## src/rtl/nand_tim_pkg.sv

```systemverilog
package nand_tim_pkg;
  localparam int CNT_W = 3;

  typedef enum logic [2:0] {
    PH_IDLE, PH_SETUP, PH_PULSE, PH_HOLD, PH_DONE
  } phase_t;

  typedef struct packed {
    logic [CNT_W-1:0] setup;
    logic [CNT_W-1:0] pulse;
    logic [CNT_W-1:0] hold;
  } phaseCnt_t;

  typedef struct packed {
    logic loadWr;
    logic captureRd;
  } dpCtl_t;
endpackage

```

## src/rtl/nand_tim_dpath.sv

```systemverilog
module nand_tim_dpath
  import nand_tim_pkg::*;
#(
  parameter int          DATA_W    = 8,
  parameter int          REG_W     = 32,
  parameter logic [31:0] RESET_VAL = 32'h0777_0777
) (
  input  logic              clk,
  input  logic              rstN,
  input  logic              regWrEn,
  input  logic [REG_W-1:0]  regWrData,
  output logic [REG_W-1:0]  regRdData,
  input  dpCtl_t            ctl,
  input  logic [DATA_W-1:0] wrByte,
  input  logic [DATA_W-1:0] ioIn,
  output logic [DATA_W-1:0] ioOut,
  output logic [DATA_W-1:0] rdData,
  output phaseCnt_t         wrCnt,
  output phaseCnt_t         rdCnt
);
  localparam int WR_BASE = 0;
  localparam int RD_BASE = 16;
  localparam int STEP    = 4;

  logic [REG_W-1:0]  timingReg;
  logic [DATA_W-1:0] wrHold;
  logic [DATA_W-1:0] rdHold;

  always_ff @(posedge clk or negedge rstN) begin
    if (!rstN) timingReg <= RESET_VAL[REG_W-1:0];
    else if (regWrEn) timingReg <= regWrData;
  end

  assign regRdData = timingReg;

  assign wrCnt.setup = timingReg[WR_BASE          +: CNT_W];
  assign wrCnt.pulse = timingReg[WR_BASE + STEP   +: CNT_W];
  assign wrCnt.hold  = timingReg[WR_BASE + 2*STEP +: CNT_W];
  assign rdCnt.setup = timingReg[RD_BASE          +: CNT_W];
  assign rdCnt.pulse = timingReg[RD_BASE + STEP   +: CNT_W];
  assign rdCnt.hold  = timingReg[RD_BASE + 2*STEP +: CNT_W];

  always_ff @(posedge clk or negedge rstN) begin
    if (!rstN) begin
      wrHold <= '0;
      rdHold <= '0;
    end else begin
      if (ctl.loadWr)    wrHold <= wrByte;
      if (ctl.captureRd) rdHold <= ioIn;
    end
  end

  assign ioOut  = wrHold;
  assign rdData = rdHold;
endmodule

```

## src/rtl/nand_tim_ctrl.sv

```systemverilog
module nand_tim_ctrl
  import nand_tim_pkg::*;
(
  input  logic      clk,
  input  logic      rstN,
  input  logic      reqValid,
  input  logic      reqWrite,
  input  phaseCnt_t wrCnt,
  input  phaseCnt_t rdCnt,
  output logic      reqAck,
  output logic      done,
  output logic      reN,
  output logic      weN,
  output logic      ioOe,
  output dpCtl_t    ctl
);
  phase_t           phase;
  logic             opWrite;
  logic [CNT_W-1:0] cnt;
  phaseCnt_t        selCnt;
  logic [CNT_W-1:0] effPulse;
  logic             lastCnt;

  assign selCnt   = (phase == PH_IDLE) ? (reqWrite ? wrCnt : rdCnt)
                                       : (opWrite  ? wrCnt : rdCnt);
  assign effPulse = (selCnt.pulse == '0) ? CNT_W'(1) : selCnt.pulse;
  assign lastCnt  = (cnt == CNT_W'(1));
  assign reqAck   = (phase == PH_IDLE) && reqValid;

  always_ff @(posedge clk or negedge rstN) begin
    if (!rstN) begin
      phase   <= PH_IDLE;
      opWrite <= 1'b0;
      cnt     <= '0;
    end else begin
      unique case (phase)
        PH_IDLE: if (reqValid) begin
          opWrite <= reqWrite;
          if (selCnt.setup != '0) begin
            phase <= PH_SETUP;
            cnt   <= selCnt.setup;
          end else begin
            phase <= PH_PULSE;
            cnt   <= effPulse;
          end
        end
        PH_SETUP: if (lastCnt) begin
          phase <= PH_PULSE;
          cnt   <= effPulse;
        end else cnt <= cnt - 1'b1;
        PH_PULSE: if (lastCnt) begin
          if (selCnt.hold != '0) begin
            phase <= PH_HOLD;
            cnt   <= selCnt.hold;
          end else phase <= PH_DONE;
        end else cnt <= cnt - 1'b1;
        PH_HOLD: if (lastCnt) phase <= PH_DONE;
                 else cnt <= cnt - 1'b1;
        PH_DONE: phase <= PH_IDLE;
        default: phase <= PH_IDLE;
      endcase
    end
  end

  assign reN           = !((phase == PH_PULSE) && !opWrite);
  assign weN           = !((phase == PH_PULSE) && opWrite);
  assign ioOe          = opWrite && ((phase == PH_PULSE) || (phase == PH_HOLD));
  assign done          = (phase == PH_DONE);
  assign ctl.loadWr    = reqAck && reqWrite;
  assign ctl.captureRd = (phase == PH_PULSE) && !opWrite && lastCnt;
endmodule

```

## src/rtl/nand_strobe_timer.sv

```systemverilog
module nand_strobe_timer
  import nand_tim_pkg::*;
#(
  parameter int DATA_W = 8,
  parameter int REG_W  = 32
) (
  input  logic              clk,
  input  logic              rstN,
  input  logic              regWrEn,
  input  logic [REG_W-1:0]  regWrData,
  output logic [REG_W-1:0]  regRdData,
  input  logic              reqValid,
  input  logic              reqWrite,
  input  logic [DATA_W-1:0] reqWrData,
  output logic              reqAck,
  output logic              done,
  output logic [DATA_W-1:0] rdData,
  output logic              reN,
  output logic              weN,
  output logic              ioOe,
  output logic [DATA_W-1:0] ioOut,
  input  logic [DATA_W-1:0] ioIn
);
  dpCtl_t    ctl;
  phaseCnt_t wrCnt;
  phaseCnt_t rdCnt;

  nand_tim_ctrl u_ctrl (
    .clk(clk), .rstN(rstN), .reqValid(reqValid), .reqWrite(reqWrite),
    .wrCnt(wrCnt), .rdCnt(rdCnt), .reqAck(reqAck), .done(done),
    .reN(reN), .weN(weN), .ioOe(ioOe), .ctl(ctl)
  );

  nand_tim_dpath #(.DATA_W(DATA_W), .REG_W(REG_W)) u_dpath (
    .clk(clk), .rstN(rstN), .regWrEn(regWrEn), .regWrData(regWrData),
    .regRdData(regRdData), .ctl(ctl), .wrByte(reqWrData), .ioIn(ioIn),
    .ioOut(ioOut), .rdData(rdData), .wrCnt(wrCnt), .rdCnt(rdCnt)
  );
endmodule

```

## config.mk

```make
export PLATFORM = sky130hd
export DESIGN_NAME = nand_strobe_timer
export DESIGN_NICKNAME = d
export VERILOG_FILES = /design/src/rtl/nand_tim_pkg.sv /design/src/rtl/nand_tim_dpath.sv /design/src/rtl/nand_tim_ctrl.sv /design/src/rtl/nand_strobe_timer.sv
export SDC_FILE = /design/constraint.sdc
export NUM_CORES = 1
export LEC_CHECK = 0
export BUFFER_PORTS_ARGS = -buffer_cell sky130_fd_sc_hd__buf_4
export CAP_MARGIN = 10
export CORE_UTILIZATION = 40
export CTS_BUF_LIST = sky130_fd_sc_hd__clkbuf_4 sky130_fd_sc_hd__clkbuf_8 sky130_fd_sc_hd__clkbuf_16
export DETAILED_ROUTE_END_ITERATION = 16
export GPL_TIMING_DRIVEN = 0
export PLACE_DENSITY = 0.68
export SYNTH_ARGS = -nofsm -noshare
export SYNTH_HDL_FRONTEND = slang
export SYNTH_SLANG_ARGS = --single-unit
```

## constraint.sdc

```tcl
create_clock -name clk -period 4.3 [get_ports clk]
set_input_delay 0.645 -clock clk [delete_from_list [all_inputs] [get_ports clk]]
set_output_delay 0.645 -clock clk [all_outputs]
set_load 0.05 [all_outputs]
```

# Yosys cells after proc, flatten, opt, wreduce, memory -nomap -nowiden
# Index checks and enable logic that the tools add are counted.
# word_totals
romBits	0
n_memories	0
latchBits	0
in_bits	53
mem_bits_rw	0
reg_bits	55
output_inout_bits	53
# classes
order_cmp	0
bitwise	0
div_mod_pow	0
reduce_logical	18
n_mux	18
add_sub_neg	1
n_eq_ne	11
multipliers	0
n_shift	0
# ops
cell	n
$mux W3	12
$mux W9	3
$pmux W3 S4	2
$reduce_and A4 Y1	2
$eq A3 B1 Y1 const B	2
$eq A3 B2 Y1 const B	2
$logic_and A1 B1 Y1	6
$logic_not A3 Y1	2
$ne A2 B1 Y1 const B	3
$reduce_bool A3 Y1	2
$ne A2 B2 Y1 const B	2
$reduce_bool A4 Y1	1
$eq A3 B3 Y1 const B	1
$logic_not A1 Y1	3
$ne A3 B3 Y1 const B	1
$sub A3 B1 Y3 const B	1
$mux W2	1
$reduce_and A2 Y1	1
$logic_or A1 B1 Y1	1

# Longest topological paths before layout
# Gate-level depths: netlist of run 1.
# logic_depth
word_depth	7
depth_mapped	8

# Hierarchy
# Synthesis of run 1 repeated with hierarchy kept, for this count alone.
# hier_totals
hier_cells	235
area_unflattened_um2	2991.6
# by_module_without_submodules
module	area_per_inst_um2	instances	cells_per_inst
nand_tim_dpath	2093.3	1	120
nand_tim_ctrl	898.4	1	115

# Worst setup path after synthesis of run 1
# No wires, ideal clock.
# synth_timing
path_type	flip-flop to output port
startpoint	register u_ctrl.opWrite
endpoint	output weN
slack_ps	1622
stages_incl_launch_ff	5
arrival_time_ps	2033
required_ps	3655
path_cell_list	dfrtp_1 clkbuf_1 inv_1 nor2_1 nand2_1
# synth_between
elab_chain_len	2
# synth_rtl
item	line_no	text
start, declared	nand_tim_ctrl.sv:18	logic opWrite;
start signal, assigned	nand_tim_ctrl.sv:38	opWrite <= reqWrite;
$logic_and A1 B1 Y1	nand_tim_ctrl.sv:66	assign weN = !((phase == PH_PULSE) && opWrite);
$logic_not A1 Y1	nand_tim_ctrl.sv:66	
end, declared	nand_strobe_timer.sv:19	output logic weN,
# No other way between the ends.

# Final worst setup path of run 1
# layout_timing
startpoint	register u_ctrl.phase[1]
endpoint	output reqAck
# layout_between
elab_chain_len	2
# layout_rtl
item	line_no	text
start, declared	nand_tim_ctrl.sv:17	phase_t phase;
start signal, assigned	nand_tim_ctrl.sv:32	phase <= PH_IDLE;
start signal, assigned	nand_tim_ctrl.sv:40	phase <= PH_SETUP;
start signal, assigned	nand_tim_ctrl.sv:43	phase <= PH_PULSE;
$logic_not A3 Y1	nand_tim_ctrl.sv:28	assign reqAck = (phase == PH_IDLE) && reqValid;
$logic_and A1 B1 Y1	nand_tim_ctrl.sv:28	
end, declared	nand_strobe_timer.sv:15	output logic reqAck,
# No other way between the ends.

==> results.toml, run 1 <==
[sta]
maxSlewViolCount = 0
relSlewSlack_pct = 54.9
setup_viol = 0
finalCritPeriodShare_pct = 56.8
period_needed_ns = 2.44
finClkSkew_ns = 0.00858
worstMarginPinSlew_ns = 0.677
hold_viol_final = 0
tns_ns = 0
rsz0062_at_grt = "false"
fmax_ghz = 0.410

[global_routing]
grt_pass1_wl_mm = 10.4
grt_overflow = 0
grt_pass1_vias = 2187
grt_max_degree = 56
antenna_found_initial = 0
grt_use_total_pct = 18.8

[setup_path]
crit_chain = "clkbuf_1 > nor2_1 > and3_1 > buf_4"
cpPeakStageDelay_ns = 0.48
crit_family = "simple AND/OR/NAND/NOR gates"
slowest_stage = "dfrtp_1"
end_kind = "primary output"
critPathRequiredTime_ns = 3.65
arrival_ns = 1.80
start_kind = "flip-flop"
path_max_fanout = 10
path_buf_inv = 2
critPathKind = "reg -> out"

[detailed_routing]
wl_met3_um = 421
met1_length_mm = 2.63
wl_per_cell_um = 15.7
vias_per_cell = 5.25
wl_mm = 6.23
drtIter0Drc = 126
highest_layer = "met4"
met2_length_mm = 3.10
drt_pass1_iterations = 4
dr_total_vias = 2086
drc = 0
ant_nets = 0

[outcome]
status = "complete, no violations"

[finish]
fill_cells = 558
multi_input_area_sq_um = 1160
synthToLayoutAreaGrowth_pct = 37.2
antenna_cells = 0
drive_gt1_share_pct = 58.1
register_area_sq_um = 1400
final_nets = 374
post-route-util_pct = 56.7
final_cell_area_sq_um = 3600

[placed_design]
postPlaceCellArea_sq_um = 3500
gp_congestion = 0.851
port_buffers = 104
place_hpwl_mm = 4.67

[cts]
cts_buffers = 5
cts_resized = 0
holdBufCountCts = 0
cts_root_buffer = "clkbuf_8"
cts_setup_buffers = 0
clkTransAtPathRegs_ns = 0.10
cts_sinks = 55
htreeDepth = 2
clk_latency_ns = 0.31
clk_path_buf_depth = 2
cts_tree = "done"

[floorplanning]
ioPinCount = 106
rows = 29
core_region_area_sq_um = 6350
die_x_um = 83.0
die_area_sq_um = 6880
die_height_um = 83.0
initial_core_util_pct = 41.3

[synthesis]
ys_async_sr_fraction_pct = 100
postSynthRegisterBits = 55
synth_warnings = 0
synth_fp_nets = 263
syn_inst = 208
synth.avg_cell_area_sq_um = 12.6
synth_edf_count = 0
synthDistinctLibCells = 41
seq_area_frac_synth_pct = 53.4
synth_flop_cell = "dfrtp_1"
netlist_area_sq_um = 2620

[min_path]
hold_class = "in -> async"

[power]
total_power_uw = 2380
powerDensity_nw_per_um2 = 660
peakVddDrop_uv = 446
leakage_uw = 0.00163

[job]
drv_cap = 0
sequential cells by signal, indices dropped and copies added (netlist names):
| name | cells |
|---|---|
| u_dpath.regRdData | 32 |
| u_ctrl.cnt | 3 |
| u_dpath.ioOut | 8 |
| u_ctrl.phase | 3 |
| u_ctrl.opWrite | 1 |
| u_dpath.rdData | 8 |
Yosys cell counts, types with 2 or more instances:
cell | number | area (sq um)
nor3_1 | 8 | 40.0
mux2_4 | 2 | 30.0
nand2_1 | 10 | 37.5
mux2i_1 | 10 | 100
nand2b_1 | 3 | 18.8
a221oi_1 | 2 | 17.5
dfstp_2 | 18 | 473
ha_1 | 2 | 25.0
o21ai_0 | 4 | 20.0
buf_1 | 3 | 11.3
mux2_2 | 49 | 552
a311oi_1 | 3 | 26.3
nand3_1 | 3 | 15.0
nand4_1 | 2 | 12.5
nor3b_1 | 2 | 15.0
inv_1 | 6 | 22.5
o31ai_1 | 3 | 22.5
dfrtp_1 | 37 | 926
a211oi_1 | 4 | 30.0
a21oi_1 | 2 | 10.0
nor2_1 | 11 | 41.3
clkbuf_1 | 5 | 18.8
where the power goes:
group	total (uW)	internal, uW	leakage (uW)	switching, uW
clock	311	140	0.0000523	171
combinational	1290	483	0.000952	806
sequential	777	671	0.000627	106
path summary, 6_finish.rpt:
path	slack (ns)	depth (start not counted)	to	start
worst max-delay path	1.86	4	reqAck	u_ctrl.phase[1]
worst min-delay path	0.36	1	u_dpath.rdData[7]	rstN
worst max register to register	1.92	6	u_ctrl.cnt[1]	u_ctrl.phase[2]
worst min register to register	0.52	1	u_dpath.regRdData[30]	u_dpath.regRdData[30]
max in group asynchronous	3.48	1	u_dpath.regRdData[30]	rstN
min in group clk	0.52	1	u_dpath.regRdData[30]	u_dpath.regRdData[30]
placed cells by master, fill, tap and decap left out, drive strengths merged:
cell,instances
o31ai,4
a32oi,1
ha,2
or4b,1
dfrtp,37
and3,1
nor2b,1
o21bai,1
a21oi,2
mux2,51
o21a,1
nand3,4
a21boi,1
nand4,2
buf,108
a31oi,1
nor3,8
nor3b,2
a311oi,3
mux2i,10
inv,7
nand2,10
nor4b,1
a211oi,4
o2111ai,1
or3,1
o22ai,1
a221oi,2
nand2b,3
o31a,1
dfstp,18
o32ai,1
a21o,1
clkbuf,12
o21ai,5
nor2,11
kinds of logic (layout without fill, tap and decap cells):
logic type / Yosys count / in the layout / share of synthesized area, %
AOI/OAI and AO/OA: 30 / 30 / 8.45
adders and majority gates: 2 / 2 / 0.955
buffers and inverters: 15 / 127 / 2.20
DFF: 55 / 55 / 53.4
muxes: 61 / 61 / 26.0
and+or+nand+nor: 45 / 45 / 9.02
cell type report:
| class | instances | area share (%) |
|---|---|---|
| sequential | 55 | 38.9 |
| multi-input combinational | 138 | 32.4 |
| timing repair buffer | 104 | 21.7 |
| tap | 77 | 2.68 |
| clock buffer | 7 | 2.50 |
| buffer | 9 | 0.974 |
| inverter | 6 | 0.626 |
| clock inverter | 1 | 0.243 |
stage by stage:
step	hold WS (ns)	instances	setup slack [ns]
floorplan	0.349	208	1.62
global placement	0.488	389	1.95
detailed placement	0.495	389	1.93
CTS	0.393	397	1.84
global route	0.411	397	1.72
finish	0.363	397	1.86
routing by layer:
metal  global-route usage [%]  up-vias
met4                     5.96        0
met3                     6.16        9
li1                         -      984
met2                     30.9       71
met5                        0        -
met1                     23.3     1022
(Power assumes the default switching activity.)
==> inputs of run 2 (changes only) <==
PLACE_DENSITY = 0.71   (was 0.68)
clock period = 2.1 ns   (was 4.3 ns; I/O delays follow)
==> run 2 against run 1 <==
  * Global-route usage fell by 0.27 points
  * Critical path depth is 1 higher
  * Non-clock buffer count rose by 4
  * Clock skew shrank 0.0015 ns
  * Total power grew 110%
  * Sequential share of layout area is 0.80 points lower
  * Routed wire length is 0.40% higher
  * Flip-flop and latch count unchanged
  * Cell area rose by 2.3%
  * Via count up 3.5%
  * Clock power rose by 89%
  * Combinational power increased by 110%
  * Critical path type is now reg -> reg
==> results.toml, run 2 (synthesis results as in run 1) <==
[outcome]
status = "complete, no violations"

[detailed_routing]
ant_nets = 0
wl_mm = 6.25
drc = 0
vias_per_cell = 5.39
drt_pass1_iterations = 4
dr_total_vias = 2160
drtIter0Drc = 106
wl_per_cell_um = 15.6

[floorplanning]
core_region_area_sq_um = 6350
rows = 29
die_height_um = 83.0
initial_core_util_pct = 41.3
die_area_sq_um = 6880
ioPinCount = 106
die_x_um = 83.0

[sta]
postLayoutSetupSlackWorst_ns = 0.0125
maxSlewViolCount = 0
relSlewSlack_pct = 55.2
worstMarginPinSlew_ns = 0.672
finClkSkew_ns = 0.00710
fmax_ghz = 0.479
period_needed_ns = 2.09
holdWs_ns = 0.0390
finalCritPeriodShare_pct = 99.4
setup_viol = 0
hold_viol_final = 0

[placed_design]
place_hpwl_mm = 4.67
port_buffers = 104
postPlaceCellArea_sq_um = 3500
gp_congestion = 0.874
pre_cts_ws_ns = -0.202

[power]
powerDensity_nw_per_um2 = 1350
total_power_uw = 4980
peakVddDrop_uv = 847
leakage_uw = 0.00166

[global_routing]
grt_pass1_wl_mm = 10.2
grt_pass1_vias = 2167
antenna_found_initial = 0
grt_overflow = 0
grt_max_degree = 56
grt_use_total_pct = 18.5

[setup_path]
path_max_fanout = 6
start_kind = "flip-flop"
critPathRequiredTime_ns = 2.30
end_kind = "flip-flop"
critPathKind = "reg -> reg"
arrival_ns = 2.29

[job]
drv_cap = 0

[finish]
post-route-util_pct = 58.0
register_area_sq_um = 1400
fill_cells = 536
drive_gt1_share_pct = 62.0
largest_reg_flops = 32
final_nets = 378
synthToLayoutAreaGrowth_pct = 40.4
multi_input_area_sq_um = 1220
final_cell_area_sq_um = 3680
antenna_cells = 0
layout_commonest_cell = "buf_4"
mostFrequentLayoutCells = "buf_4 (109), mux2_2 (49), dfrtp_1 (35)"

[cts]
clk_path_buf_depth = 2
htreeDepth = 2
clk_latency_ns = 0.30
clkTransAtPathRegs_ns = 0.10
cts_sinks = 55
cts_tree = "done"
holdBufCountCts = 0
cts_root_buffer = "clkbuf_8"
cts_buffers = 5

[min_path]
hold_class = "in -> async"
[run 2: changes by cell type in the layout (fill, tap and decap cells not counted), moves of 2 or more]
cell	delta
nor2_1	-2
nor2_2	+2
clkbuf_1	-3
dfrtp_1	-2
buf_4	+5
clkbuf_2	+2
dfrtp_2	+2
[run 2: final cells by class]
type / count / share of cell area (%)
inverters: 6 / 0.612
flip-flops and latches: 55 / 38.1
clock inverters: 2 / 0.340
clock buffers: 6 / 2.07
multi-input cells: 138 / 33.1
well taps: 77 / 2.62
repair buffers: 109 / 22.2
plain buffers: 8 / 0.918
[run 2: final timing paths]
check / startpoint / cells past startpoint / slack [ns] / end
hold reg to reg: u_dpath.rdData[7] / 1 / 0.51 / u_dpath.rdData[7]
setup / recovery: u_ctrl.phase[1] / 5 / 0.01 / u_ctrl.cnt[2]
setup reg to reg: u_ctrl.phase[1] / 5 / 0.01 / u_ctrl.cnt[2]
max in group asynchronous: rstN / 1 / 1.59 / u_ctrl.phase[1]
min in group clk: regWrData[18] / 2 / 0.24 / u_dpath.regRdData[18]
hold / removal: rstN / 1 / 0.04 / u_dpath.regRdData[3]
[run 2: critical path: stages (launching register included)]
cell and delay (ns):
dfrtp_2 0.47, or4b_4 0.58, buf_4 0.17, a221oi_1 0.32, o32ai_1 0.16, mux2_4 0.28
[run 2: per-stage QoR]
stage               instances  TNS [ns]
detailed placement        389    -0.399
finish                    401         0
global route              401   -0.0196
global placement          389    -0.242
floorplan                 208         0
CTS                       398         0
[run 2: routing by layer]
layer | GRT usage, % | routed length (um) | up-vias
met5 | 0 | 0 | -
met4 | 6.74 | 116 | 0
met3 | 5.47 | 502 | 13
met2 | 30.6 | 3050 | 89
met1 | 22.9 | 2580 | 1060
li1 | - | - | 998
[run 2: report_power, final]
| group | switching [uW] | internal (uW) | leakage (uW) |
|---|---|---|---|
| registers | 262 | 1380 | 0.000625 |
| logic | 1690 | 1060 | 0.000989 |
| clock network | 340 | 247 | 0.0000446 |
| total | 2290 | 2690 | 0.00166 |
[run 2: timing repair]
action                                  4_1_cts  5_1_grt
endpoints found under the setup margin        3       20
gates resized for setup                       7        6
buffers inserted                              2        3
pin swaps                                     1        4
